### src/rtl/fcmp_pkg.sv
package fcmp_pkg;

    parameter int unsigned OP_W   = 8;
    parameter int unsigned DBL_W  = 64;
    parameter int unsigned SGL_W  = 32;
    parameter int unsigned DBL_EW = 11;
    parameter int unsigned SGL_EW = 8;

    typedef enum logic [2:0] {
        PR_EQ = 3'd0,
        PR_NE = 3'd1,
        PR_GT = 3'd2,
        PR_GE = 3'd3,
        PR_LT = 3'd4,
        PR_LE = 3'd5,
        PR_UN = 3'd6,
        PR_XX = 3'd7
    } pred_e;

    typedef struct packed {
        logic  valid;
        logic  dbl;
        logic  unord;
        pred_e pred;
    } cmd_t;

    typedef struct packed {
        logic             nan;
        logic             snan;
        logic             zero;
        logic [DBL_W-1:0] key;
    } opnd_t;

    // Decode the compare opcode space
    function automatic cmd_t decode_op(input logic [OP_W-1:0] op);
        cmd_t c;
        logic ok_pred;
        c.dbl   = op[4];
        c.unord = op[5];
        c.pred  = pred_e'(op[2:0]);
        ok_pred = (op[2:0] <= 3'd5) || (op[2:0] == 3'd6 && op[5]);
        c.valid = (op[OP_W-1:6] == '0) && op[3] && ok_pred;
        return c;
    endfunction

endpackage

### src/rtl/fcmp_classify.sv
module fcmp_classify
    import fcmp_pkg::*;
#(
    parameter int unsigned DW = DBL_W,
    parameter int unsigned SW = SGL_W,
    parameter int unsigned DE = DBL_EW,
    parameter int unsigned SE = SGL_EW
) (
    input  logic [DW-1:0] raw_i,
    input  logic          dbl_i,
    output opnd_t         info_o
);
    localparam int unsigned DF = DW - 1 - DE;
    localparam int unsigned SF = SW - 1 - SE;
    localparam logic [DW-1:0] D_SGN = {1'b1, {(DW-1){1'b0}}};
    localparam logic [SW-1:0] S_SGN = {1'b1, {(SW-1){1'b0}}};

    logic [SW-1:0] lo;
    logic [DE-1:0] d_exp;
    logic [DF-1:0] d_frc;
    logic [SE-1:0] s_exp;
    logic [SF-1:0] s_frc;
    logic          d_nan, s_nan;
    logic          d_snan, s_snan;
    logic          d_zero, s_zero;
    logic [DW-1:0] d_key, s_key;
    logic [SW-1:0] s_key_n;

    always_comb begin
        lo    = raw_i[SW-1:0];
        d_exp = raw_i[DW-2 -: DE];
        d_frc = raw_i[DF-1:0];
        s_exp = lo[SW-2 -: SE];
        s_frc = lo[SF-1:0];

        d_nan  = (&d_exp) && (|d_frc);
        s_nan  = (&s_exp) && (|s_frc);
        d_snan = d_nan && !d_frc[DF-1];
        s_snan = s_nan && !s_frc[SF-1];
        d_zero = ~|raw_i[DW-2:0];
        s_zero = ~|lo[SW-2:0];

        // Monotonic key: negatives fully inverted, positives sign-flipped
        d_key   = raw_i[DW-1] ? ~raw_i : (raw_i ^ D_SGN);
        s_key_n = lo[SW-1] ? ~lo : (lo ^ S_SGN);
        s_key   = {{(DW-SW){1'b0}}, s_key_n};

        info_o.nan  = dbl_i ? d_nan  : s_nan;
        info_o.snan = dbl_i ? d_snan : s_snan;
        info_o.zero = dbl_i ? d_zero : s_zero;
        info_o.key  = dbl_i ? d_key  : s_key;
    end

endmodule

### src/rtl/fcmp_eval.sv
module fcmp_eval
    import fcmp_pkg::*;
(
    input  cmd_t  cmd_i,
    input  opnd_t a_i,
    input  opnd_t b_i,
    output logic  res_o
);
    logic unord, both_zero, k_eq, k_lt, k_gt, eq, lt, gt, ordered;

    always_comb begin
        unord     = a_i.nan | b_i.nan;
        both_zero = a_i.zero & b_i.zero;
        k_eq      = (a_i.key == b_i.key);
        k_lt      = (a_i.key <  b_i.key);
        k_gt      = (a_i.key >  b_i.key);
        eq        = k_eq | both_zero;
        lt        = k_lt & !both_zero;
        gt        = k_gt & !both_zero;

        unique case (cmd_i.pred)
            PR_EQ:   ordered = !unord & eq;
            PR_NE:   ordered = unord | !eq;
            PR_GT:   ordered = !unord & gt;
            PR_GE:   ordered = !unord & (gt | eq);
            PR_LT:   ordered = !unord & lt;
            PR_LE:   ordered = !unord & (lt | eq);
            default: ordered = 1'b0;
        endcase

        if (cmd_i.pred == PR_UN)
            res_o = unord;
        else if (cmd_i.unord)
            res_o = unord | ordered;
        else
            res_o = ordered;
    end

endmodule

### src/rtl/fcmp_flag_unit.sv
module fcmp_flag_unit
    import fcmp_pkg::*;
(
    input  logic             clk,
    input  logic             rst,
    input  logic             start_i,
    input  logic [OP_W-1:0]  op_i,
    input  logic [DBL_W-1:0] a_i,
    input  logic [DBL_W-1:0] b_i,
    output logic             flag_o,
    output logic             flag_we_o,
    output logic             invalid_o
);
    localparam int unsigned N_OPND = 2;

    cmd_t             cmd;
    opnd_t            info [N_OPND];
    logic [DBL_W-1:0] raw  [N_OPND];
    logic             res;
    logic             fire;

    assign cmd    = decode_op(op_i);
    assign raw[0] = a_i;
    assign raw[1] = b_i;
    assign fire   = start_i & cmd.valid;

    for (genvar g = 0; g < N_OPND; g++) begin : g_cls
        fcmp_classify #(
            .DW(DBL_W), .SW(SGL_W), .DE(DBL_EW), .SE(SGL_EW)
        ) cls_i (
            .raw_i (raw[g]),
            .dbl_i (cmd.dbl),
            .info_o(info[g])
        );
    end

    fcmp_eval eval_i (
        .cmd_i(cmd),
        .a_i  (info[0]),
        .b_i  (info[1]),
        .res_o(res)
    );

    always_ff @(posedge clk) begin
        if (rst) begin
            flag_o    <= 1'b0;
            flag_we_o <= 1'b0;
            invalid_o <= 1'b0;
        end else begin
            flag_we_o <= fire;
            invalid_o <= fire & (info[0].snan | info[1].snan);
            if (fire)
                flag_o <= res;
        end
    end

    // no write enable without a strobe in the previous cycle
    a_r9_no_we_without_start: assert property (@(posedge clk) disable iff (rst)
        !start_i |=> !flag_we_o);

    // the flag holds whenever it is not written
    a_r10_flag_held: assert property (@(posedge clk) disable iff (rst)
        !flag_we_o |-> $stable(flag_o));

    // an illegal opcode never produces a write
    a_r10_bad_op_silent: assert property (@(posedge clk) disable iff (rst)
        (start_i && !cmd.valid) |=> (!flag_we_o && !invalid_o));

    // the invalid indication only accompanies a write
    a_r8_invalid_with_we: assert property (@(posedge clk) disable iff (rst)
        invalid_o |-> flag_we_o);

    // the pure unordered test follows the NaN detectors
    a_r5_unordered_only: assert property (@(posedge clk) disable iff (rst)
        (fire && cmd.pred == PR_UN) |-> (res == (info[0].nan | info[1].nan)));

    // signed zeros compare equal
    a_r6_zero_equal: assert property (@(posedge clk) disable iff (rst)
        (fire && cmd.pred == PR_EQ && info[0].zero && info[1].zero) |-> res);

    // ordered predicates other than ne are false on NaN
    a_r3_nan_ordered_false: assert property (@(posedge clk) disable iff (rst)
        (fire && !cmd.unord && cmd.pred != PR_NE && (info[0].nan || info[1].nan)) |-> !res);

endmodule

### config.mk
export PLATFORM = sky130hd
export DESIGN_NAME = fcmp_flag_unit
export DESIGN_NICKNAME = d
export VERILOG_FILES = /design/src/rtl/fcmp_pkg.sv /design/src/rtl/fcmp_classify.sv /design/src/rtl/fcmp_eval.sv /design/src/rtl/fcmp_flag_unit.sv
export SDC_FILE = /design/constraint.sdc
export NUM_CORES = 1
export LEC_CHECK = 0
export BUFFER_PORTS_ARGS = -buffer_cell sky130_fd_sc_hd__buf_4
export CAP_MARGIN = 30
export CELL_PAD_IN_SITES_DETAIL_PLACEMENT = 0
export CELL_PAD_IN_SITES_GLOBAL_PLACEMENT = 1
export CORE_MARGIN = 3
export CORE_UTILIZATION = 36
export CTS_CLUSTER_DIAMETER = 40
export DETAILED_ROUTE_END_ITERATION = 6
export PLACE_DENSITY = 0.81
export SYNTH_ARGS = -nofsm -noshare
export SYNTH_HDL_FRONTEND = slang
export SYNTH_SLANG_ARGS = --single-unit
### constraint.sdc
create_clock -name clk -period 4.45 [get_ports clk]
set_input_delay 0.445 -clock clk [delete_from_list [all_inputs] [get_ports clk]]
set_output_delay 0.445 -clock clk [all_outputs]
set_load 0.03 [all_outputs]
Yosys cells after proc, flatten, opt, wreduce, memory -nomap -nowiden
Index checks and enable logic that the tools add are counted.
{"block": "totals", "regBits": 3}
{"block": "op_classes", "order_cmp": 3, "eq_ne": 7, "n_bitwise": 25, "reduce_logical": 37, "n_mux": 15}
{"cell": "$mux 64", "n": 4}
{"cell": "$not 64->64", "n": 2}
{"cell": "$reduce_or 63->1", "n": 2}
{"cell": "$reduce_or 52->1", "n": 2}
{"cell": "$eq 64x64->1", "n": 1}
{"cell": "$gt 64x64->1", "n": 1}
{"cell": "$lt 64x64->1", "n": 1}
{"cell": "$mux 32", "n": 2}
{"cell": "$not 32->32", "n": 2}
{"cell": "$reduce_or 31->1", "n": 2}
{"cell": "$reduce_or 23->1", "n": 2}
{"cell": "$reduce_and 11->1", "n": 2}
{"cell": "$reduce_and 8->1", "n": 2}
{"cell": "$logic_and 1x1->1", "n": 11}
{"cell": "$logic_not 1->1", "n": 11}
{"cell": "$and 1x1->1", "n": 10}
{"cell": "$eq 3x3->1 const B", "n": 3}
{"cell": "$mux 1", "n": 8}
{"cell": "$or 1x1->1", "n": 7}
{"cell": "$eq 3x2->1 const B", "n": 2}
{"cell": "$pmux 1 s6", "n": 1}
{"cell": "$not 1->1", "n": 4}
{"cell": "$eq 3x1->1 const B", "n": 1}
{"cell": "$le 3x3->1 const B", "n": 1}
{"cell": "3 further kinds", "n": 3}

Longest topological paths before layout
Gate-level depths: netlist of run 1.
{"block": "logic_depth", "ltp_word": 12, "ltp_mapped": 13}

Modules after synthesis
Synthesis of run 1 repeated with hierarchy kept, for this count alone.
{"block": "hier_totals", "hier_cells": 572, "hier_area_um2": 4175.3}
{"module": "fcmp_classify", "cells_per_inst": 151, "area_per_inst_um2": 1084.8, "seq_area_each_um2": 0.0, "instances": 2}
{"module": "fcmp_eval", "cells_per_inst": 256, "area_per_inst_um2": 1840.5, "seq_area_each_um2": 0.0, "instances": 1}
{"module": "fcmp_flag_unit", "cells_per_inst": 14, "area_per_inst_um2": 165.2, "seq_area_each_um2": 60.1, "instances": 1}

Worst setup path after synthesis of run 1
Ideal clock, no wire load.
{"block": "synth_timing", "path_kind": "input to register", "start": "in op_i[4]", "end": "reg flag_o", "setup_time_ps": 79, "stages": 13, "n_path_buf": 2, "t_required_ps": 4371, "slack_ps": 1241, "arrival_time_ps": 3130, "path_cell_list": "buf_2 -> mux2i_1 -> buf_1 -> xor2_1 -> ha_1 -> nor2b_1 -> o211ai_1 -> a2111o_1 -> a31oi_1 -> o21bai_1 -> a2111oi_0 -> o2111ai_1 -> o211ai_1"}
{"block": "synth_via", "elab_chain_len": 10}
{"item": "start: declaration", "line_no": "fcmp_flag_unit.sv:7", "rtl": "input logic [OP_W-1:0] op_i,"}
{"item": "branches (longest 9 deep; another with $lt 64x64->1)"}
{"item": "$mux 1 (*)", "line_no": "fcmp_eval.sv:31", "rtl": "if (cmd_i.pred == PR_UN)"}
{"item": "end signal: assignment", "line_no": "fcmp_flag_unit.sv:53", "rtl": "flag_o <= res;"}
{"item": "end: declaration", "line_no": "fcmp_flag_unit.sv:10", "rtl": "output logic flag_o,"}
Mark *: on every way between the ends.
A chain may end at the register's enable or synchronous reset.

Worst setup path in the final report of run 1
Ends and elaborated chain as after synthesis.

==> flow_metrics.tcl, run 1 <==
set metrics [dict create \
    rsz0062_at_grt "no" \
    area_growth_pct 33.3 \
    syn_avg_cell_area_um2 7.41 \
    yosys.area.top_type "ha_1" \
    path_clk_slew_ns 0.03 \
    synth_cell_types 48 \
    yosysWarnings 0 \
    grt_pass1_vias 3995 \
    insertedDiodeCount 0 \
    power_density_mw_per_mm2 137 \
    die_area_mm2 0.0115 \
    grt_max_degree 61 \
    drc 0 \
    syn_inst 500 \
    ant_nets 0 \
    core-area_mm2 0.00991 \
    ys.flop_type "dfxtp_1" \
    ir_drop_uv 70.4 \
    layout-drive-gt1-share_pct 25.1 \
    initial_core_util_pct 37.4 \
    place_congestion 0.871 \
    period_share_pct 74.8 \
    drtPass1Iterations 4 \
    numPortBuffers 141 \
    final_max_slew_viol_count 0 \
    grtUsageMet3_pct 1.44 \
    antenna_found_initial 0 \
    synthArstFlopShare_pct 0 \
    hold_class "primary input to flip-flop" \
    cts_root_buf "clkbuf_8" \
    grt_pass1_wl_mm 17.9 \
    postCtsHoldBufs 0 \
    fin_skew_ns 0 \
    cts_tree "built" \
    synth_top_area_share_pct 22.3 \
    status "complete, no violations" \
    use_met2_pct 35.3 \
    ctsResizeCount 0 \
    top_usage_layer "met2" \
    setup_violations 0 \
    wire_per_inst_um 15.0 \
    die_height_um 107 \
    drt_iter0_drc 125 \
    syn-cell-area_mm2 0.00370 \
    cts_sinks 3 \
    vias_per_cell 5.24 \
    p_leak_nw 2.25 \
    synthSimpleGateAreaFrac_pct 29.6 \
    critPathLaunch "op_i[4]" \
    max_cap_violations 0 \
    synth-adder-area-share_pct 22.3 \
    worst-path-max-fanout 60 \
    pin_count 142 \
    hold_start "rst" \
    synth_xor_area_share_pct 29.8 \
    ys_ff_latch 3 \
    cp-end-kind "flip-flop" \
    cp-start-kind "primary input" \
    die_w_um 107 \
    finalCriticalPeriod_ns 3.33 \
    nets 832 \
    slew_headroom_pct 61.4 \
    syn-num-nets 705 \
    synth_area_leaders "ha_1, xor2_1, xnor2_1, nand2_1, and2_1" \
    dp_hpwl_mm 9.91 \
    synth_mux_area_share_pct 0.811 \
    r2r-start "flag_o" \
    fin_setup_tns_ns 0 \
    cts_max_path_buffers 2 \
    cts_buffers 3 \
    drt_wl_total_mm 11.4 \
    final-hold-violation-count 0 \
    insertion_delay_ns 0.22 \
    gr-total-overflow 0 \
    fmax_ghz 0.301 \
    synth_edf_count 0 \
    critPathKind "primary input to flip-flop" \
    synth-seq-area-share_pct 1.62 \
    grtUsageTotal_pct 18.8 \
    cp_data_arrival_time_ns 3.47 \
    crit_required_ns 4.59 \
    whs_ns 0.443 \
    htreeDepth 1 \
    use_met1_pct 23.8 \
    post_cts_buffers 0 \
    rows 36 \
    synth_compound_area_share_pct 12.4 \
    num_vias 3974 \
    worst_pin_slew_ns 0.573 \
    synth_top_family_by_area "XOR/XNOR gates" \
]
## worst max-delay path, cell delays in order
cell and delay (ns):
buf_4 0.23, buf_4 0.45, nand2_1 0.11, ha_1 0.34
nand4_1 0.15, nor4_4 0.38, nand4_1 0.30, nor2_1 0.23
nor4_1 0.10, a2111oi_0 0.45, o2111ai_1 0.15, o211ai_1 0.12
## state kept, by name (all words and copies together), names as in the netlist
name and cells:
flag_o 1, flag_we_o 1, invalid_o 1
## cells by family (layout without fill, tap and decap cells)
| family | after synthesis | after routing |
|---|---|---|
| simple gates | 197 | 197 |
| xor+xnor | 126 | 126 |
| compound gates | 71 | 71 |
| fa+ha+maj | 66 | 66 |
| buf+inv | 34 | 160 |
| mux | 3 | 3 |
| flops | 3 | 3 |
## layout make-up
cell class,instances,area (um2)
Fill cell,1010,4970
Sequential cell,3,60.1
Multi-Input combinational cell,463,3540
Tap cell,133,166
Clock buffer,4,45.0
Inverter,12,45.0
Timing Repair Buffer,144,1080
## stage by stage
step                utilization [%]  cell area [um2]  cells  power [mW]  setup WS, ns
detailed placement             49.4             4890    755       0.596         0.934
floorplan                         -             3700    500       0.379          1.24
global placement               49.4             4890    755       0.582          1.01
finish                         49.8             4940    759       0.677          1.12
global route                   49.8             4940    759       0.757         0.835
CTS                            49.8             4940    759       0.684          1.14
## layout by cell type, fill, tap and decap left out, types with 3 or more instances in the layout
master	instances
buf_4	144
xor2_1	92
ha_1	66
nand2_1	60
xnor2_1	34
and2_1	32
a21oi_1	29
nor4_1	25
nand4_1	25
nor2_1	16
inv_1	12
nor3_1	12
o21ai_0	11
nand3_1	6
a21o_1	5
and4_1	4
o211ai_1	4
nor2b_1	3
clkbuf_8	3
dfxtp_1	3
## synthesized netlist by cell type, types with 5 or more instances
| cell | n |
|---|---|
| xor2_1 | 92 |
| a21oi_1 | 29 |
| nor4_1 | 25 |
| xnor2_1 | 34 |
| a21o_1 | 5 |
| nor2_1 | 16 |
| nand3_1 | 6 |
| buf_1 | 6 |
| nand4_1 | 25 |
| inv_1 | 12 |
| nand2_1 | 60 |
| ha_1 | 66 |
| and2_1 | 32 |
| clkbuf_1 | 14 |
| o21ai_0 | 11 |
| nor3_1 | 12 |
## path summary, 6_finish.rpt
path                                   to  slack (ns)  cells after the start
worst max-delay path               flag_o        1.12                     12
worst min-delay path            flag_we_o        0.44                      2
worst max register to register     flag_o        3.61                      4
worst min register to register     flag_o        0.62                      4
## report_power, final
part / total [mW] / internal [mW] / leakage, nW / switching, mW
logic: 0.567 / 0.278 / 2.21 / 0.290
registers: 0.0280 / 0.0277 / 0.0243 / 0.000313
clock network: 0.0818 / 0.0613 / 0.0228 / 0.0205
total: 0.677 / 0.367 / 2.25 / 0.311
## layer usage
metal | vias to the layer above | wire (um)
met5 | - | 0
met4 | 0 | 42
met3 | 6 | 559
met2 | 124 | 5710
met1 | 1793 | 5100
li1 | 2051 | -
(Power assumes the default switching activity.)
==> inputs of run 2 (changes only) <==
--- a/config.mk
+++ b/config.mk
@@ -10,10 +10,10 @@
 export CELL_PAD_IN_SITES_DETAIL_PLACEMENT = 0
 export CELL_PAD_IN_SITES_GLOBAL_PLACEMENT = 1
 export CORE_MARGIN = 3
-export CORE_UTILIZATION = 36
+export CORE_UTILIZATION = 32
 export CTS_CLUSTER_DIAMETER = 40
 export DETAILED_ROUTE_END_ITERATION = 6
-export PLACE_DENSITY = 0.81
+export PLACE_DENSITY = 0.76
 export SYNTH_ARGS = -nofsm -noshare
 export SYNTH_HDL_FRONTEND = slang
 export SYNTH_SLANG_ARGS = --single-unit
==> constraint.sdc (replaced) <==
create_clock -name clk -period 2.9 [get_ports clk]
set_input_delay 0.29 -clock clk [delete_from_list [all_inputs] [get_ports clk]]
set_output_delay 0.29 -clock clk [all_outputs]
set_load 0.03 [all_outputs]
==> flow_metrics.tcl, run 2 (synthesized netlist as in run 1, its figures left out) <==
set metrics [dict create \
    status "complete, no violations" \
    power.total_mw 1.24 \
    die_height_um 114 \
    dp_hpwl_mm 10.6 \
    die_w_um 114 \
    dp_cells 784 \
    gr-total-overflow 0 \
    finalCriticalPeriod_ns 2.75 \
    setup_violations 0 \
    grtUsageTotal_pct 17.3 \
    fin_area_mm2 0.00539 \
    pin_count 142 \
    rsz0062_at_grt "no" \
    numPortBuffers 141 \
    mostFrequentLayoutCell "buf_4" \
    period_share_pct 94.8 \
    path_clk_slew_ns 0.03 \
    drc 0 \
    die_area_mm2 0.0129 \
    initial_core_util_pct 33.4 \
    crit_required_ns 3.05 \
    cts_tree "built" \
    mostFrequentLayoutCells "buf_4, xor2_1, ha_1" \
    ir_drop_uv 141 \
    post-place-ws_ns -0.152 \
    drt_iter0_drc 114 \
    cts_buffers 3 \
    largestRegisters "flag_o: 1 flops, flag_we_o: 1 flops, invalid_o: 1 flops" \
    nets 864 \
    grt_max_degree 35 \
    fin_skew_ns 0 \
    r2r_setup_slack_ns 2.03 \
    fmax_ghz 0.364 \
    cts_root_buf "clkbuf_16" \
    worst_pin_slew_ns 0.655 \
    grt_pass1_vias 4066 \
    num_vias 4104 \
    ant_nets 0 \
    layout-drive-gt1-share_pct 29.6 \
    final-hold-violation-count 0 \
    whs_ns 0.265 \
    worst-path-max-fanout 8 \
    power_density_mw_per_mm2 229 \
    placed_area_mm2 0.00514 \
    p_leak_nw 2.48 \
    htreeDepth 1 \
    fin_cells 798 \
    insertedDiodeCount 0 \
    cts_sinks 3 \
    final_max_slew_viol_count 0 \
    rows 38 \
    cp-start-kind "primary input" \
    cp_data_arrival_time_ns 2.89 \
    cts_max_path_buffers 2 \
    final_util_pct 48.6 \
    wire_per_inst_um 15.5 \
    place_congestion 0.911 \
    cp-end-kind "flip-flop" \
    core-area_mm2 0.0111 \
    drtPass1Iterations 4 \
    insertion_delay_ns 0.22 \
    grt_pass1_wl_mm 18.7 \
    vias_per_cell 5.14 \
    antenna_found_initial 0 \
    drt_wl_total_mm 12.4 \
    hold_class "primary input to flip-flop" \
    max_cap_violations 0 \
    critPathKind "primary input to flip-flop" \
    slew_headroom_pct 55.9 \
    worst_slack_ns 0.151 \
    area_growth_pct 45.5 \
    fin_setup_tns_ns 0 \
]
-- run 2: power breakdown --
part / internal [mW] / leakage [nW] / switching (mW)
registers: 0.0426 / 0.0243 / 0.000657
clock network: 0.181 / 0.0382 / 0.0374
logic: 0.501 / 2.41 / 0.473
total: 0.725 / 2.48 / 0.511
-- run 2: repair_timing --
action	in CTS	in global routing
gates resized for setup	0	9
hold buffers	0	0
buffers inserted	0	7
setup endpoints to repair	0	1
hold endpoints to repair	0	0
-- run 2: metal layers --
layer / global-route usage (%) / vias to the layer above / share of wire, %
met3: 1.70 / 12 / 5.2
met5: 0 / - / 0
li1: - / 2115 / -
met1: 21.9 / 1861 / 43
met2: 31.5 / 116 / 50
met4: 4.09 / 0 / 1.8
-- run 2: cell type report --
| cell class | count | area [um2] |
|---|---|---|
| Timing Repair Buffer | 176 | 1450 |
| Tap cell | 140 | 175 |
| Fill cell | 1129 | 5690 |
| Multi-Input combinational cell | 463 | 3580 |
| Clock buffer | 4 | 78.8 |
| Sequential cell | 3 | 60.1 |
| Inverter | 12 | 45.0 |
-- run 2: path summary, 6_finish.rpt --
kind / start / end / depth (start not counted)
setup / recovery: a_i[63] / flag_o / 14
hold / removal: rst / flag_we_o / 2
setup reg to reg: flag_o / flag_o / 4
hold reg to reg: flag_o / flag_o / 4
-- run 2: critical path, stage by stage --
cell and delay [ns]:
buf_4 0.16, buf_4 0.18, xor2_1 0.15, and2_1 0.16
ha_1 0.29, nand4_1 0.17, nor4_4 0.34, nand4_1 0.18
buf_4 0.19, o31ai_2 0.23, buf_4 0.15, and4_2 0.22
o31ai_1 0.07, o211ai_1 0.10
